### src/rtl/clip_pkg.sv
package clip_pkg;
  localparam int STEP_W = 4;

  typedef enum logic [1:0] {
    XS_IDLE = 2'd0,
    XS_REC  = 2'd1,
    XS_PLAY = 2'd2
  } xport_state_t;

  // stride code: 0 -> 1, 1 -> 4, 2/3 -> 8
  function automatic logic [STEP_W-1:0] speed_to_step(input logic [1:0] sel);
    case (sel)
      2'b00:   speed_to_step = STEP_W'(1);
      2'b01:   speed_to_step = STEP_W'(4);
      default: speed_to_step = STEP_W'(8);
    endcase
  endfunction
endpackage

### src/rtl/xport_step.sv
module xport_step #(
  parameter int ADDR_W = 19,
  parameter int STEP_W = 4
) (
  input  logic [ADDR_W-1:0] cur,
  input  logic [ADDR_W:0]   len,
  input  logic [STEP_W-1:0] step,
  input  logic              backward,
  output logic [ADDR_W-1:0] nxt,
  output logic              at_edge
);
  logic [ADDR_W:0] cur_w;
  logic [ADDR_W:0] step_w;
  logic [ADDR_W:0] sum_w;
  logic [ADDR_W:0] last_w;

  always_comb begin
    cur_w  = {1'b0, cur};
    step_w = {{(ADDR_W+1-STEP_W){1'b0}}, step};
    sum_w  = cur_w + step_w;
    last_w = (len == '0) ? '0 : len - {{ADDR_W{1'b0}}, 1'b1};
    if (backward) begin
      if (cur_w <= step_w) begin
        nxt     = '0;
        at_edge = 1'b1;
      end else begin
        nxt     = cur - step_w[ADDR_W-1:0];
        at_edge = 1'b0;
      end
    end else begin
      if (sum_w >= last_w) begin
        nxt     = last_w[ADDR_W-1:0];
        at_edge = 1'b1;
      end else begin
        nxt     = sum_w[ADDR_W-1:0];
        at_edge = 1'b0;
      end
    end
  end
endmodule

### src/rtl/xport_dac.sv
module xport_dac #(
  parameter int SMP_W = 16
) (
  input  logic             clk,
  input  logic             rst,
  input  logic             rd_go,
  input  logic [SMP_W-1:0] mem_rdata,
  output logic [SMP_W-1:0] dac_sample,
  output logic             dac_valid
);
  logic rd_land;

  always_ff @(posedge clk) begin
    if (rst) begin
      rd_land    <= 1'b0;
      dac_sample <= '0;
      dac_valid  <= 1'b0;
    end else begin
      rd_land   <= rd_go;
      dac_valid <= rd_land;
      if (rd_land) dac_sample <= mem_rdata;
    end
  end

  // a presented read reaches the DAC two edges later
  p_read_lands_r4: assert property (@(posedge clk) disable iff (rst)
    rd_go |-> ##2 dac_valid);

  // no DAC update without a read two edges before
  p_valid_needs_read_r2: assert property (@(posedge clk) disable iff (rst)
    $rose(dac_valid) |-> $past(rd_go, 2));
endmodule

### src/rtl/clip_transport.sv
module clip_transport
  import clip_pkg::*;
#(
  parameter int SMP_W        = 16,
  parameter int CLIP_SAMPLES = 480000,
  parameter int ADDR_W       = $clog2(CLIP_SAMPLES)
) (
  input  logic              clk,
  input  logic              rst,
  input  logic              smp_tick,
  input  logic              rec_sw,
  input  logic              play_sw,
  input  logic              pause_sw,
  input  logic              ffwd_sw,
  input  logic              rev_sw,
  input  logic [1:0]        speed_sel,
  input  logic [SMP_W-1:0]  adc_sample,
  output logic [ADDR_W-1:0] mem_addr,
  output logic              mem_we,
  output logic [SMP_W-1:0]  mem_wdata,
  input  logic [SMP_W-1:0]  mem_rdata,
  output logic [SMP_W-1:0]  dac_sample,
  output logic              dac_valid,
  output logic              rec_active,
  output logic              play_active,
  output logic              paused,
  output logic              done,
  output logic [ADDR_W:0]   clip_len
);
  localparam logic [ADDR_W:0] CLIP_LEN = (ADDR_W+1)'(CLIP_SAMPLES);

  xport_state_t      st;
  logic [ADDR_W-1:0] ptr;
  logic [ADDR_W:0]   len_q;
  logic [ADDR_W:0]   wr_count;
  logic              rec_q;
  logic              rd_go;
  logic              paused_q;
  logic              done_q;
  logic              rec_start;
  logic [STEP_W-1:0] step_sz;
  logic [ADDR_W-1:0] step_nxt;
  logic              step_edge;

  assign rec_start = rec_sw && !rec_q && (st == XS_IDLE);
  assign step_sz   = (rev_sw || ffwd_sw) ? speed_to_step(speed_sel) : STEP_W'(1);
  assign wr_count  = {1'b0, ptr} + {{ADDR_W{1'b0}}, 1'b1};

  xport_step #(.ADDR_W(ADDR_W), .STEP_W(STEP_W)) u_step (
    .cur     (ptr),
    .len     (len_q),
    .step    (step_sz),
    .backward(rev_sw),
    .nxt     (step_nxt),
    .at_edge (step_edge)
  );

  always_ff @(posedge clk) begin
    if (rst) begin
      st        <= XS_IDLE;
      ptr       <= '0;
      len_q     <= '0;
      rec_q     <= 1'b0;
      mem_addr  <= '0;
      mem_we    <= 1'b0;
      mem_wdata <= '0;
      rd_go     <= 1'b0;
      paused_q  <= 1'b0;
      done_q    <= 1'b0;
    end else begin
      rec_q    <= rec_sw;
      mem_we   <= 1'b0;
      rd_go    <= 1'b0;
      paused_q <= (st == XS_PLAY) && play_sw && pause_sw;
      unique case (st)
        XS_IDLE: begin
          if (rec_start) begin
            st     <= XS_REC;
            ptr    <= '0;
            len_q  <= '0;
            done_q <= 1'b0;
          end else if (play_sw && (len_q != '0)) begin
            st     <= XS_PLAY;
            ptr    <= '0;
            done_q <= 1'b0;
          end
        end
        XS_REC: begin
          if (!rec_sw) begin
            st <= XS_IDLE;
          end else if (smp_tick) begin
            mem_addr  <= ptr;
            mem_wdata <= adc_sample;
            mem_we    <= 1'b1;
            len_q     <= wr_count;
            ptr       <= wr_count[ADDR_W-1:0];
            if (wr_count == CLIP_LEN) st <= XS_IDLE;
          end
        end
        XS_PLAY: begin
          if (!play_sw) begin
            st <= XS_IDLE;
          end else if (smp_tick && !pause_sw) begin
            mem_addr <= ptr;
            rd_go    <= 1'b1;
            ptr      <= step_nxt;
            done_q   <= step_edge;
          end
        end
        default: st <= XS_IDLE;
      endcase
    end
  end

  xport_dac #(.SMP_W(SMP_W)) u_dac (
    .clk       (clk),
    .rst       (rst),
    .rd_go     (rd_go),
    .mem_rdata (mem_rdata),
    .dac_sample(dac_sample),
    .dac_valid (dac_valid)
  );

  assign rec_active  = (st == XS_REC);
  assign play_active = (st == XS_PLAY);
  assign paused      = paused_q;
  assign done        = done_q;
  assign clip_len    = len_q;

  // a write follows a capture tick only
  p_we_from_rec_r3: assert property (@(posedge clk) disable iff (rst)
    mem_we |-> $past((st == XS_REC) && smp_tick && rec_sw));

  // no write while playing
  p_no_write_in_play_r10: assert property (@(posedge clk) disable iff (rst)
    (st == XS_PLAY) |=> !mem_we);

  // reads stay inside the recorded clip
  p_read_in_clip_r9: assert property (@(posedge clk) disable iff (rst)
    rd_go |-> ({1'b0, mem_addr} < len_q));

  // a sustained pause produces no DAC update
  p_pause_quiet_r7: assert property (@(posedge clk) disable iff (rst)
    (paused_q && $past(paused_q) && $past(paused_q, 2)) |-> !dac_valid);

  // an unclamped forward tick moves by the selected stride
  p_fwd_stride_r5: assert property (@(posedge clk) disable iff (rst)
    ((st == XS_PLAY) && play_sw && smp_tick && !pause_sw && !rev_sw && !step_edge)
      |=> (ptr == $past(ptr) + {{(ADDR_W-STEP_W){1'b0}}, $past(step_sz)}));

  // done only at a clip boundary
  p_done_at_edge_r8: assert property (@(posedge clk) disable iff (rst)
    ((st == XS_PLAY) && done_q) |-> ((ptr == '0) || ({1'b0, ptr} == len_q - {{ADDR_W{1'b0}}, 1'b1})));
endmodule

### config.mk
export PLATFORM = sky130hd
export DESIGN_NAME = clip_transport
export DESIGN_NICKNAME = d
export VERILOG_FILES = /design/src/rtl/clip_pkg.sv /design/src/rtl/xport_step.sv /design/src/rtl/xport_dac.sv /design/src/rtl/clip_transport.sv
export SDC_FILE = /design/constraint.sdc
export NUM_CORES = 1
export LEC_CHECK = 0
export BUFFER_PORTS_ARGS = -buffer_cell sky130_fd_sc_hd__buf_4
export CAP_MARGIN = 30
export CELL_PAD_IN_SITES_DETAIL_PLACEMENT = 2
export CELL_PAD_IN_SITES_GLOBAL_PLACEMENT = 2
export CORE_AREA = 2 2 127 154
export CTS_CLUSTER_DIAMETER = 80
export DETAILED_ROUTE_END_ITERATION = 6
export DIE_AREA = 0 0 129 156
export PLACE_DENSITY = 0.89
export SLEW_MARGIN = 20
export SYNTH_ARGS = -nofsm -noshare
export SYNTH_HDL_FRONTEND = slang
export SYNTH_SLANG_ARGS = --single-unit
### constraint.sdc
create_clock -name clk -period 12.6 [get_ports clk]
set_input_delay 1.26 -clock clk [delete_from_list [all_inputs] [get_ports clk]]
set_output_delay 1.26 -clock clk [all_outputs]
set_load 0.03 [all_outputs]
# Word level (Yosys, flattened, before mapping)
# Cells that the tools add are included.
[totals]
register_bits = 99
out_inout_bits = 77
[op_classes]
addsub = 4
order_cmp = 2
n_eq_ne = 13
mux = 39
n_bitwise = 4
n_reduce_logical = 25
[op_table]
columns = ["op", "count"]
rows = [
  ["$mux 19", 13],
  ["$mux 20", 4],
  ["$pmux 19 s3", 1],
  ["$pmux 20 s2", 1],
  ["$pmux 19 s2", 1],
  ["$add 19x1->20 const B", 1],
  ["$add 19x4->20", 1],
  ["$eq 20x19->1 const B", 1],
  ["$ge 20x20->1", 1],
  ["$logic_not 20->1", 1],
  ["$reduce_bool 20->1", 1],
  ["$sub 20x1->20 const B", 1],
  ["$le 19x4->1", 1],
  ["$sub 19x4->19", 1],
  ["$mux 2", 6],
  ["$reduce_and 4->1", 3],
  ["$ne 2x2->1 const B", 5],
  ["$mux 1", 9],
  ["$pmux 4 s2", 1],
  ["$logic_and 1x1->1", 6],
  ["$ne 3x2->1 const B", 2],
  ["$pmux 2 s3", 1],
  ["$reduce_and 6->1", 1],
  ["$reduce_bool 2->1", 3],
  ["other kinds (14)", 21],
]

# Logic depth before layout (Yosys ltp)
# Gate-level depths: netlist of the first run.
[logic_depth]
word_depth = 10
depth_mapped = 19
depth_no_buf = 17

# Modules after synthesis
# Synthesis of the first run repeated with hierarchy kept, for this count alone.
[unflattened]
hier_cells = 867
hier_area_um2 = 6882.9
[modules_own_cells]
columns = ["module", "instances", "cells_per_inst", "area_each_um2", "seq_area_each_um2"]
rows = [
  ["clip_transport", 1, 479, 4021.4, 1621.6],
  ["xport_step", 1, 332, 2227.1, 0.0],
  ["xport_dac", 1, 56, 634.4, 360.3],
]

# Least setup slack after synthesis of the first run
# Ideal clock, no wire load.
[synth_timing]
path_kind = "input port to flip-flop"
startpoint = "in rev_sw"
endpoint = "reg ptr[10]"
t_arrival_ps = 5737
path_slack_ps = 6805
stages = 19
path_cell_list = "clkbuf_1 -> nor2_1 -> or3b_2 -> ha_1 -> clkbuf_1 -> nor4bb_1 -> o311ai_0 -> or2_2 -> nor2_1 -> xor2_1 -> ha_1 -> and3_1 -> and3_1 -> a221oi_1 -> and2_1 -> clkbuf_1 -> nand2_1 -> a2111oi_0 -> o21a_1"
[synth_between]
elab_chain_len = 9
word_cells_on_any_way = 12
cone_classes = "add/sub (2); order compare (2); mux (7); reduce/logical (1)"
[synth_lines]
columns = ["element", "line_no", "rtl"]
rows = [
  ["start, declared", "clip_transport.sv:15", "input logic rev_sw,"],
  ["$logic_or 1x1->1", "clip_transport.sv:46", "assign step_sz = (rev_sw || ffwd_sw) ? speed_to_step(speed_sel) : STEP_W'(1);"],
  ["$mux 4", "clip_transport.sv:46", ""],
  ["$add 19x4->20", "xport_step.sv:20", "sum_w = cur_w + step_w;"],
  ["$ge 20x20->1", "xport_step.sv:31", "if (sum_w >= last_w) begin"],
  ["$mux 19", "xport_step.sv:31", ""],
  ["$mux 19 *", "xport_step.sv:22", "if (backward) begin"],
  ["$mux 19 *", "clip_transport.sv:103", "end else if (smp_tick && !pause_sw) begin"],
  ["$mux 19 *", "clip_transport.sv:101", "if (!play_sw) begin"],
  ["$pmux 19 s3 *", "clip_transport.sv:75", "unique case (st)"],
  ["end signal, assigned", "clip_transport.sv:96", "ptr <= wr_count[ADDR_W-1:0];"],
  ["end signal, assigned", "clip_transport.sv:106", "ptr <= step_nxt;"],
  ["end, declared", "clip_transport.sv:33", "logic [ADDR_W-1:0] ptr;"],
]
# Every way passes the cells marked *; elsewhere a longest branch is shown, timed or not. The select of a mux whose other input is x is not followed.
# A chain may end at the register's enable or synchronous reset.

# Worst setup path in the final report of the first run
[layout_timing]
startpoint = "in rev_sw"
endpoint = "reg ptr[12]"
# The elaborated chain is that of the path after synthesis.

==> results of run 1 <==
-- area by class of cell --
class                           instances  area share [%]
Multi-Input combinational cell        635            52.6
Sequential cell                        99            25.3
Inverter                               21            1.01
Clock inverter                          7            1.17
Timing Repair Buffer                  133            13.0
Tap cell                              256            4.09
Clock buffer                            9            2.88
-- per-layer routing --
| metal | track usage, % | share of wire, % |
|---|---|---|
| met4 | 10.6 | 2.9 |
| met2 | 44.4 | 49 |
| met5 | 0 | 0 |
| met3 | 4.60 | 6.5 |
| met1 | 33.1 | 41 |
-- worst min-delay path, delay by kind of cell, from the launching register on --
kind	cells	cell delay (ns)
compound gates	1	0.05
flops	1	0.31
simple gates	1	0.05
-- power by group through the flow --
| stage | sequential, mW | combinational, mW | clock [mW] |
|---|---|---|---|
| floorplan | 0.326 | 0.0559 | 0 |
| global placement | 0.323 | 0.0947 | 0 |
| detailed placement | 0.323 | 0.0980 | 0 |
| CTS | 0.316 | 0.100 | 0.312 |
| global route | 0.316 | 0.111 | 0.321 |
| finish | 0.316 | 0.104 | 0.306 |
-- worst min-delay path by stage --
stage	from	end	slack (ns)	cells after the start
detailed placement	rd_go	u_dac.rd_land	0.45	1
CTS	rd_go	u_dac.rd_land	0.47	1
finish	mem_wdata[2]	mem_wdata[2]	0.46	2
global placement	rd_go	u_dac.rd_land	0.42	1
floorplan	rd_go	u_dac.rd_land	0.41	1
global route	rd_go	u_dac.rd_land	0.48	1
-- through the flow --
step	area (sq um)	setup WS, ns	instances	power [mW]
after CTS	7790	6.18	1156	0.728
after floorplan	6410	6.80	811	0.382
after global routing	7830	5.84	1160	0.748
final	7830	6.14	1160	0.726
after detailed placement	7480	6.01	1140	0.421
after global placement	7440	6.28	1136	0.418
-- layout by cell type, fill, tap and decap left out, types with 3 or more instances in the layout --
master,n
sky130_fd_sc_hd__nand3_1,20
sky130_fd_sc_hd__inv_6,3
sky130_fd_sc_hd__inv_1,21
sky130_fd_sc_hd__nand4_1,10
sky130_fd_sc_hd__a22oi_1,24
sky130_fd_sc_hd__o2111ai_1,5
sky130_fd_sc_hd__and3_1,7
sky130_fd_sc_hd__o21ai_0,29
sky130_fd_sc_hd__o31a_1,3
sky130_fd_sc_hd__clkbuf_16,9
sky130_fd_sc_hd__nand2_1,98
sky130_fd_sc_hd__and2_1,6
sky130_fd_sc_hd__nor3_1,19
sky130_fd_sc_hd__a21boi_0,4
sky130_fd_sc_hd__o211ai_1,12
sky130_fd_sc_hd__or2_2,3
sky130_fd_sc_hd__o221ai_1,4
sky130_fd_sc_hd__or3_1,11
sky130_fd_sc_hd__a21oi_1,41
sky130_fd_sc_hd__xor2_1,26
sky130_fd_sc_hd__nor2_1,94
sky130_fd_sc_hd__o31ai_1,7
sky130_fd_sc_hd__nor4_1,15
sky130_fd_sc_hd__buf_4,126
sky130_fd_sc_hd__ha_1,34
sky130_fd_sc_hd__mux2i_1,38
sky130_fd_sc_hd__nor2b_1,10
sky130_fd_sc_hd__a211oi_1,8
sky130_fd_sc_hd__or4_1,5
sky130_fd_sc_hd__o21a_1,4
sky130_fd_sc_hd__xnor2_1,32
sky130_fd_sc_hd__nand2b_1,9
sky130_fd_sc_hd__a31oi_1,4
sky130_fd_sc_hd__dfxtp_1,99
sky130_fd_sc_hd__and4_1,3
sky130_fd_sc_hd__a221oi_1,6
-- logic make-up (layout without fill, tap and decap cells) --
| kind of cell | count (synthesis) | after routing | share of synthesized area, % |
|---|---|---|---|
| mux | 39 | 39 | 6.11 |
| fa+ha+maj | 34 | 34 | 6.64 |
| simple gates | 323 | 323 | 24.2 |
| flops | 99 | 99 | 30.9 |
| compound gates | 181 | 181 | 19.4 |
| xor+xnor | 58 | 58 | 7.93 |
| buf+inv | 77 | 170 | 4.79 |
-- flip-flops by register name (all words and copies together) (netlist names), 2 cells and up --
signal	count
mem_addr	19
mem_wdata	16
u_dac.dac_sample	16
ptr	19
clip_len	20
st	2
==> results.txt, run 1 <==
----------------------------------------------------
[Critical path]
  Endpoint of the worst setup timing path ... ptr[12]
  Class of the most critical setup path ... input pin to flip-flop
  Worst path bufs/invs ... 2
  Worst Path Max Fanout ... 13
  Critical Path RT ... 12.86 ns
  Series of cell instances along the critical path ... buf_4 -> nor2_1 -> or3b_2 -> ha_1 -> nor4bb_1 -> o311ai_0 -> buf_1 -> or2_2 -> nor2_1 -> xor2_1 -> ha_1 -> and3_1 -> and3_1 -> a221oi_1 -> nand2_1 -> nor2_1 -> a21boi_0 -> o211ai_1
  Reg2Reg Launch Point ... ptr[5]
  Slowest stage cell on the critical path ... sky130_fd_sc_hd__nor2_1
  Register-to-Register Path Depth ... 13
  Largest delay contributor family on the critical path ... simple AND/OR/NAND/NOR gates
  Data arrival, critical path ... 6.73 ns
  Worst setup path startpoint ... rev_sw
  End of the worst register-to-register path ... ptr[12]
  Stages on worst setup path ... 18
  Startpoint type of the worst setup path ... input pin
  Endpoint class of the critical path ... flip-flop
  Most frequent cell on the critical path ... sky130_fd_sc_hd__nor2_1
  Delay of the slowest cell on the worst path ... 0.80 ns
  Setup slack of the most critical reg-to-reg path ... 7.06 ns

[Timing]
  Final setup violation count ... 0
  Setup clock skew after layout ... 0.0147 ns
  Setup repair after global routing missed its margin ... false
  Highest clock frequency the design can meet ... 0.155 GHz
  Pins over their slew limit ... 0
  Final period demand of the worst path ... 6.46 ns
  Hold Fails Final Rpt ... 0
  Transition time at the pin with the least slew margin ... 0.928 ns
  Part of the cycle the worst path needs ... 51.3%
  Worst hold slack after final layout ... 0.460 ns
  Slew Limit Headroom ... 37.9%
  Sum of negative setup slack ... 0 ns

[Global route]
  Maximum number of pins on one net before global-route repair ... 88
  Antenna violations before repair ... 0
  First-pass GRT wire length ... 40,800 microns
  All-Layer GR Usage ... 26.3%
  Total overflow reported by the global router ... 0
  Number of global-route vias before repair ... 7,071

[Floorplan]
  Die height ... 156 microns
  Die width ... 129 microns
  Effective utilization at floorplan ... 34.4%
  # IOs ... 119
  Core Box Area ... 18,600 sq um
  DIE AREA ... 20,100 sq um
  Site Rows ... 55

[Drt]
  Final WL ... 26,700 microns
  Antenna violation net count after detailed routing ... 0
  1st-iter DRT viols ... 375
  DRC violations left ... 0
  Routed via count ... 6,831
  Vias/cell ... 5.89
  Avg WL per Cell ... 23.0 microns
  Detailed Routing Iterations Pass 1 ... 5

[Clocking]
  Clock-pin slew on the worst setup and hold paths ... 0.08 ns
  Post-CTS Setup Bufs ... 0
  CTS Buf Count ... 9
  Count of clock tree sinks ... 99
  Clock Tree Root ... sky130_fd_sc_hd__clkbuf_16
  Clock latency at the later pin of the worst-skew pair ... 0.37 ns
  Cells resized by post-CTS repair ... 0
  Post-CTS Hold Fix Bufs ... 0
  Clock tree from TritonCTS ... yes
  Bufs on Longest Clock Path ... 2
  Count of H-tree levels built during CTS ... 3

[Logic synthesis]
  Distinct cells, synth ... 70
  Gate count after technology mapping ... 811
  Number of synthesis warnings ... 0
  EDFF count, synth ... 0
  Post-synthesis instance area ... 6410 sq um
  Yosys reg bits ... 99
  Cell type contributing the most total cell area after synthesis ... sky130_fd_sc_hd__dfxtp_1
  Syn_nets ... 887
  Largest cells by area after synthesis ... sky130_fd_sc_hd__dfxtp_1 (31%), sky130_fd_sc_hd__ha_1 (6.6%), sky130_fd_sc_hd__mux2i_1 (5.9%), sky130_fd_sc_hd__nand2_1 (5.7%), sky130_fd_sc_hd__nor2_1 (5.5%)
  Most used flip-flop cell after synthesis ... sky130_fd_sc_hd__dfxtp_1
  Fraction of synthesis flops using an asynchronous set or reset pin ... 0%
  Share of the yosys chip area belonging to registers ... 30.9%
  Mean post-synth cell area ... 7.90 sq um
  Share of Yosys cell area claimed by the top area cell type ... 30.9%
  Most common library cells after synthesis ... sky130_fd_sc_hd__dfxtp_1 (99), sky130_fd_sc_hd__nand2_1 (98), sky130_fd_sc_hd__nor2_1 (94)
  Most repeated cell in the gate-level netlist after synthesis ... sky130_fd_sc_hd__dfxtp_1

[Placed design]
  Number of buffer cells added on primary ports ... 118
  Final weighted congestion in routability-driven placement ... 0.887
  HPWL after DPL ... 19,000 microns

[Final layout]
  Number of fill cells ... 2,120
  Share of layout cells above drive strength 1 ... 18.0%
  Final core utilization ... 42.0%
  Ant diodes ... 0
  Relative area change from synthesis to final layout ... 22.2%
  Multi-input combinational cell area ... 4120 sq um
  Net count reported at finish ... 975
  Storage cell area ... 1980 sq um

[Run status]
  Status ... complete, no violations

[Power and ir drop]
  Power per cell area ... 92.7 nW/um^2
  Cell leakage power ... 3.11 nW
  Int Pwr ... 0.508 mW
  Flop pwr share ... 43.5%
  Net switching power figure ... 0.218 mW
  Portion of total power attributed to combinational logic ... 14.4%
  Net Sw Frac ... 30.0%
  Clock network power share ... 42.1%
  VDD IR max ... 0.0633 mV

[Min path]
  Worst min-delay path class ... flip-flop to flip-flop

[Run]
  Count of max-cap constraint violations ... 0

----------------------------------------------------
No activity file was read; power rests on OpenSTA's default activity.
==> run 2: changes to the inputs <==
--- a/config.mk
+++ b/config.mk
@@ -9,11 +9,11 @@
 export CAP_MARGIN = 30
 export CELL_PAD_IN_SITES_DETAIL_PLACEMENT = 2
 export CELL_PAD_IN_SITES_GLOBAL_PLACEMENT = 2
-export CORE_AREA = 2 2 127 154
+export CORE_AREA = 2 2 131 158
 export CTS_CLUSTER_DIAMETER = 80
 export DETAILED_ROUTE_END_ITERATION = 6
-export DIE_AREA = 0 0 129 156
-export PLACE_DENSITY = 0.89
+export DIE_AREA = 0 0 133 160
+export PLACE_DENSITY = 0.85
 export SLEW_MARGIN = 20
 export SYNTH_ARGS = -nofsm -noshare
 export SYNTH_HDL_FRONTEND = slang
==> constraint.sdc (replaced) <==
create_clock -name clk -period 6.7 [get_ports clk]
set_input_delay 0.67 -clock clk [delete_from_list [all_inputs] [get_ports clk]]
set_output_delay 0.67 -clock clk [all_outputs]
set_load 0.03 [all_outputs]
==> results.txt, run 2 (synthesis results as in run 1) <==
----------------------------------------------------
[Placed design]
  Cell area after placement ... 7530 sq um
  Number of cells after detailed placement ... 1,152
  Final weighted congestion in routability-driven placement ... 0.864
  Number of buffer cells added on primary ports ... 118
  Worst setup slack after placement ... 0.955 ns
  HPWL after DPL ... 19,700 microns

[Clocking]
  CTS Buf Count ... 9
  Count of H-tree levels built during CTS ... 3
  Bufs on Longest Clock Path ... 2
  Clock-pin slew on the worst setup and hold paths ... 0.07 ns
  Clock Tree Root ... sky130_fd_sc_hd__clkbuf_16
  Cells resized by post-CTS repair ... 0
  Clock tree from TritonCTS ... yes
  Clock latency at the later pin of the worst-skew pair ... 0.37 ns
  Post-CTS Hold Fix Bufs ... 0
  Post-CTS Setup Bufs ... 0
  Count of clock tree sinks ... 99

[Global route]
  Total overflow reported by the global router ... 0
  Number of global-route vias before repair ... 7,251
  First-pass GRT wire length ... 41,500 microns
  Maximum number of pins on one net before global-route repair ... 50
  All-Layer GR Usage ... 24.9%
  Antenna violations before repair ... 1

[Drt]
  Vias/cell ... 5.79
  Final WL ... 26,400 microns
  Routed via count ... 6,772
  WL met2 ... 13,000 microns
  Highest layer used for signal routing ... met5
  DRT met1 WL ... 11,000 microns
  1st-iter DRT viols ... 521
  Antenna violation net count after detailed routing ... 0
  Avg WL per Cell ... 22.6 microns
  DRC violations left ... 0
  Detailed Routing Iterations Pass 1 ... 5
  Met3 WL post-DR ... 1510 microns

[Critical path]
  Endpoint class of the critical path ... flip-flop
  Series of cell instances along the critical path ... buf_4 -> nor2_1 -> or3b_2 -> ha_1 -> nand2b_1 -> a211oi_1 -> nand3_1 -> nor2_1 -> xnor2_1 -> ha_1 -> and3_1 -> and3_1 -> a221oi_1 -> and2_1 -> nand2_1 -> a2111oi_0 -> o21a_1
  Startpoint type of the worst setup path ... input pin
  Worst setup path startpoint ... rev_sw
  Reg2Reg Launch Point ... ptr[5]
  Class of the most critical setup path ... input pin to flip-flop
  Slowest stage cell on the critical path ... sky130_fd_sc_hd__a211oi_1
  Data arrival, critical path ... 5.91 ns
  Delay of the slowest cell on the worst path ... 0.67 ns
  Worst Path Max Fanout ... 10
  Critical Path RT ... 7.01 ns

[Final layout]
  Cell area after layout ... 7870 sq um
  Number of fill cells ... 2,293
  Flip-flop count of the largest register, all copies and words added ... 20
  Most frequent cells in the layout ... sky130_fd_sc_hd__buf_4 (129), sky130_fd_sc_hd__dfxtp_1 (99), sky130_fd_sc_hd__nand2_1 (98)
  Storage cell area ... 1980 sq um
  Relative area change from synthesis to final layout ... 22.8%
  Share of layout cells above drive strength 1 ... 18.2%
  Most common cell after layout, fill and taps aside ... sky130_fd_sc_hd__buf_4
  Net count reported at finish ... 976
  Multi-input combinational cell area ... 4120 sq um
  Ant diodes ... 0
  Final core utilization ... 39.5%
  Cell Count, Final, Fillers Out ... 1,170

[Timing]
  Highest clock frequency the design can meet ... 0.179 GHz
  Part of the cycle the worst path needs ... 83.5%
  Setup repair after global routing missed its margin ... false
  Setup WS post-layout ... 1.11 ns
  Hold Fails Final Rpt ... 0
  Sum of negative setup slack ... 0 ns
  Final setup violation count ... 0
  Pins over their slew limit ... 0
  Worst hold slack after final layout ... 0.461 ns
  Setup clock skew after layout ... 0.00935 ns
  Transition time at the pin with the least slew margin ... 0.839 ns
  Slew Limit Headroom ... 43.5%
  Final period demand of the worst path ... 5.59 ns

[Run]
  Count of max-cap constraint violations ... 0

[Floorplan]
  Die height ... 160 microns
  DIE AREA ... 21,300 sq um
  Site Rows ... 57
  # IOs ... 119
  Core Box Area ... 19,900 sq um
  Die width ... 133 microns
  Effective utilization at floorplan ... 32.2%

[Power and ir drop]
  VDD IR max ... 0.116 mV
  Total Power ... 1.37 mW
  Power per cell area ... 175 nW/um^2
  Cell leakage power ... 3.13 nW

[Min path]
  Worst min-delay path class ... flip-flop to flip-flop
  Beginning of the worst hold path ... mem_wdata[3]

[Run status]
  Status ... complete, no violations

----------------------------------------------------
run 2: cell types whose count changed in the layout (fill, tap and decap cells not counted), sizes merged:
cell      change
clkinvlp      -1
inv           -1
clkbuf        +1
buf           +2
run 2: per-layer routing:
metal	up-vias	GRT usage (%)
li1	3090	-
met1	3377	30.8
met2	240	42.3
met3	63	4.00
met4	2	11.3
met5	-	0
run 2: critical path: cells and delay by family:
family          cells  cell delay [ns]
compound gates      4             1.88
xor+xnor            1             0.19
fa+ha+maj           2             0.70
buf+inv             1             0.15
simple gates        9             2.31
run 2: final timing paths:
path | to | slack [ns] | depth (start not counted)
hold / removal | mem_wdata[3] | 0.46 | 2
setup reg to reg | ptr[10] | 1.32 | 13
setup / recovery | ptr[10] | 1.11 | 17
hold reg to reg | mem_wdata[3] | 0.46 | 2
run 2: layout make-up:
cell class,instances,area share [%]
multi-input combinational,635,52.3
sequential,99,25.2
timing repair buffer,134,13.2
tap,265,4.22
clock buffer,11,3.21
inverter,21,1.00
clock inverter,5,0.859
run 2: power breakdown:
group	internal, mW	leakage [nW]	total [mW]	switching [mW]
Sequential	0.591	0.798	0.594	0.00313
Combinational	0.0665	2.18	0.197	0.131
Clock	0.317	0.159	0.582	0.265
Total	0.975	3.13	1.37	0.399
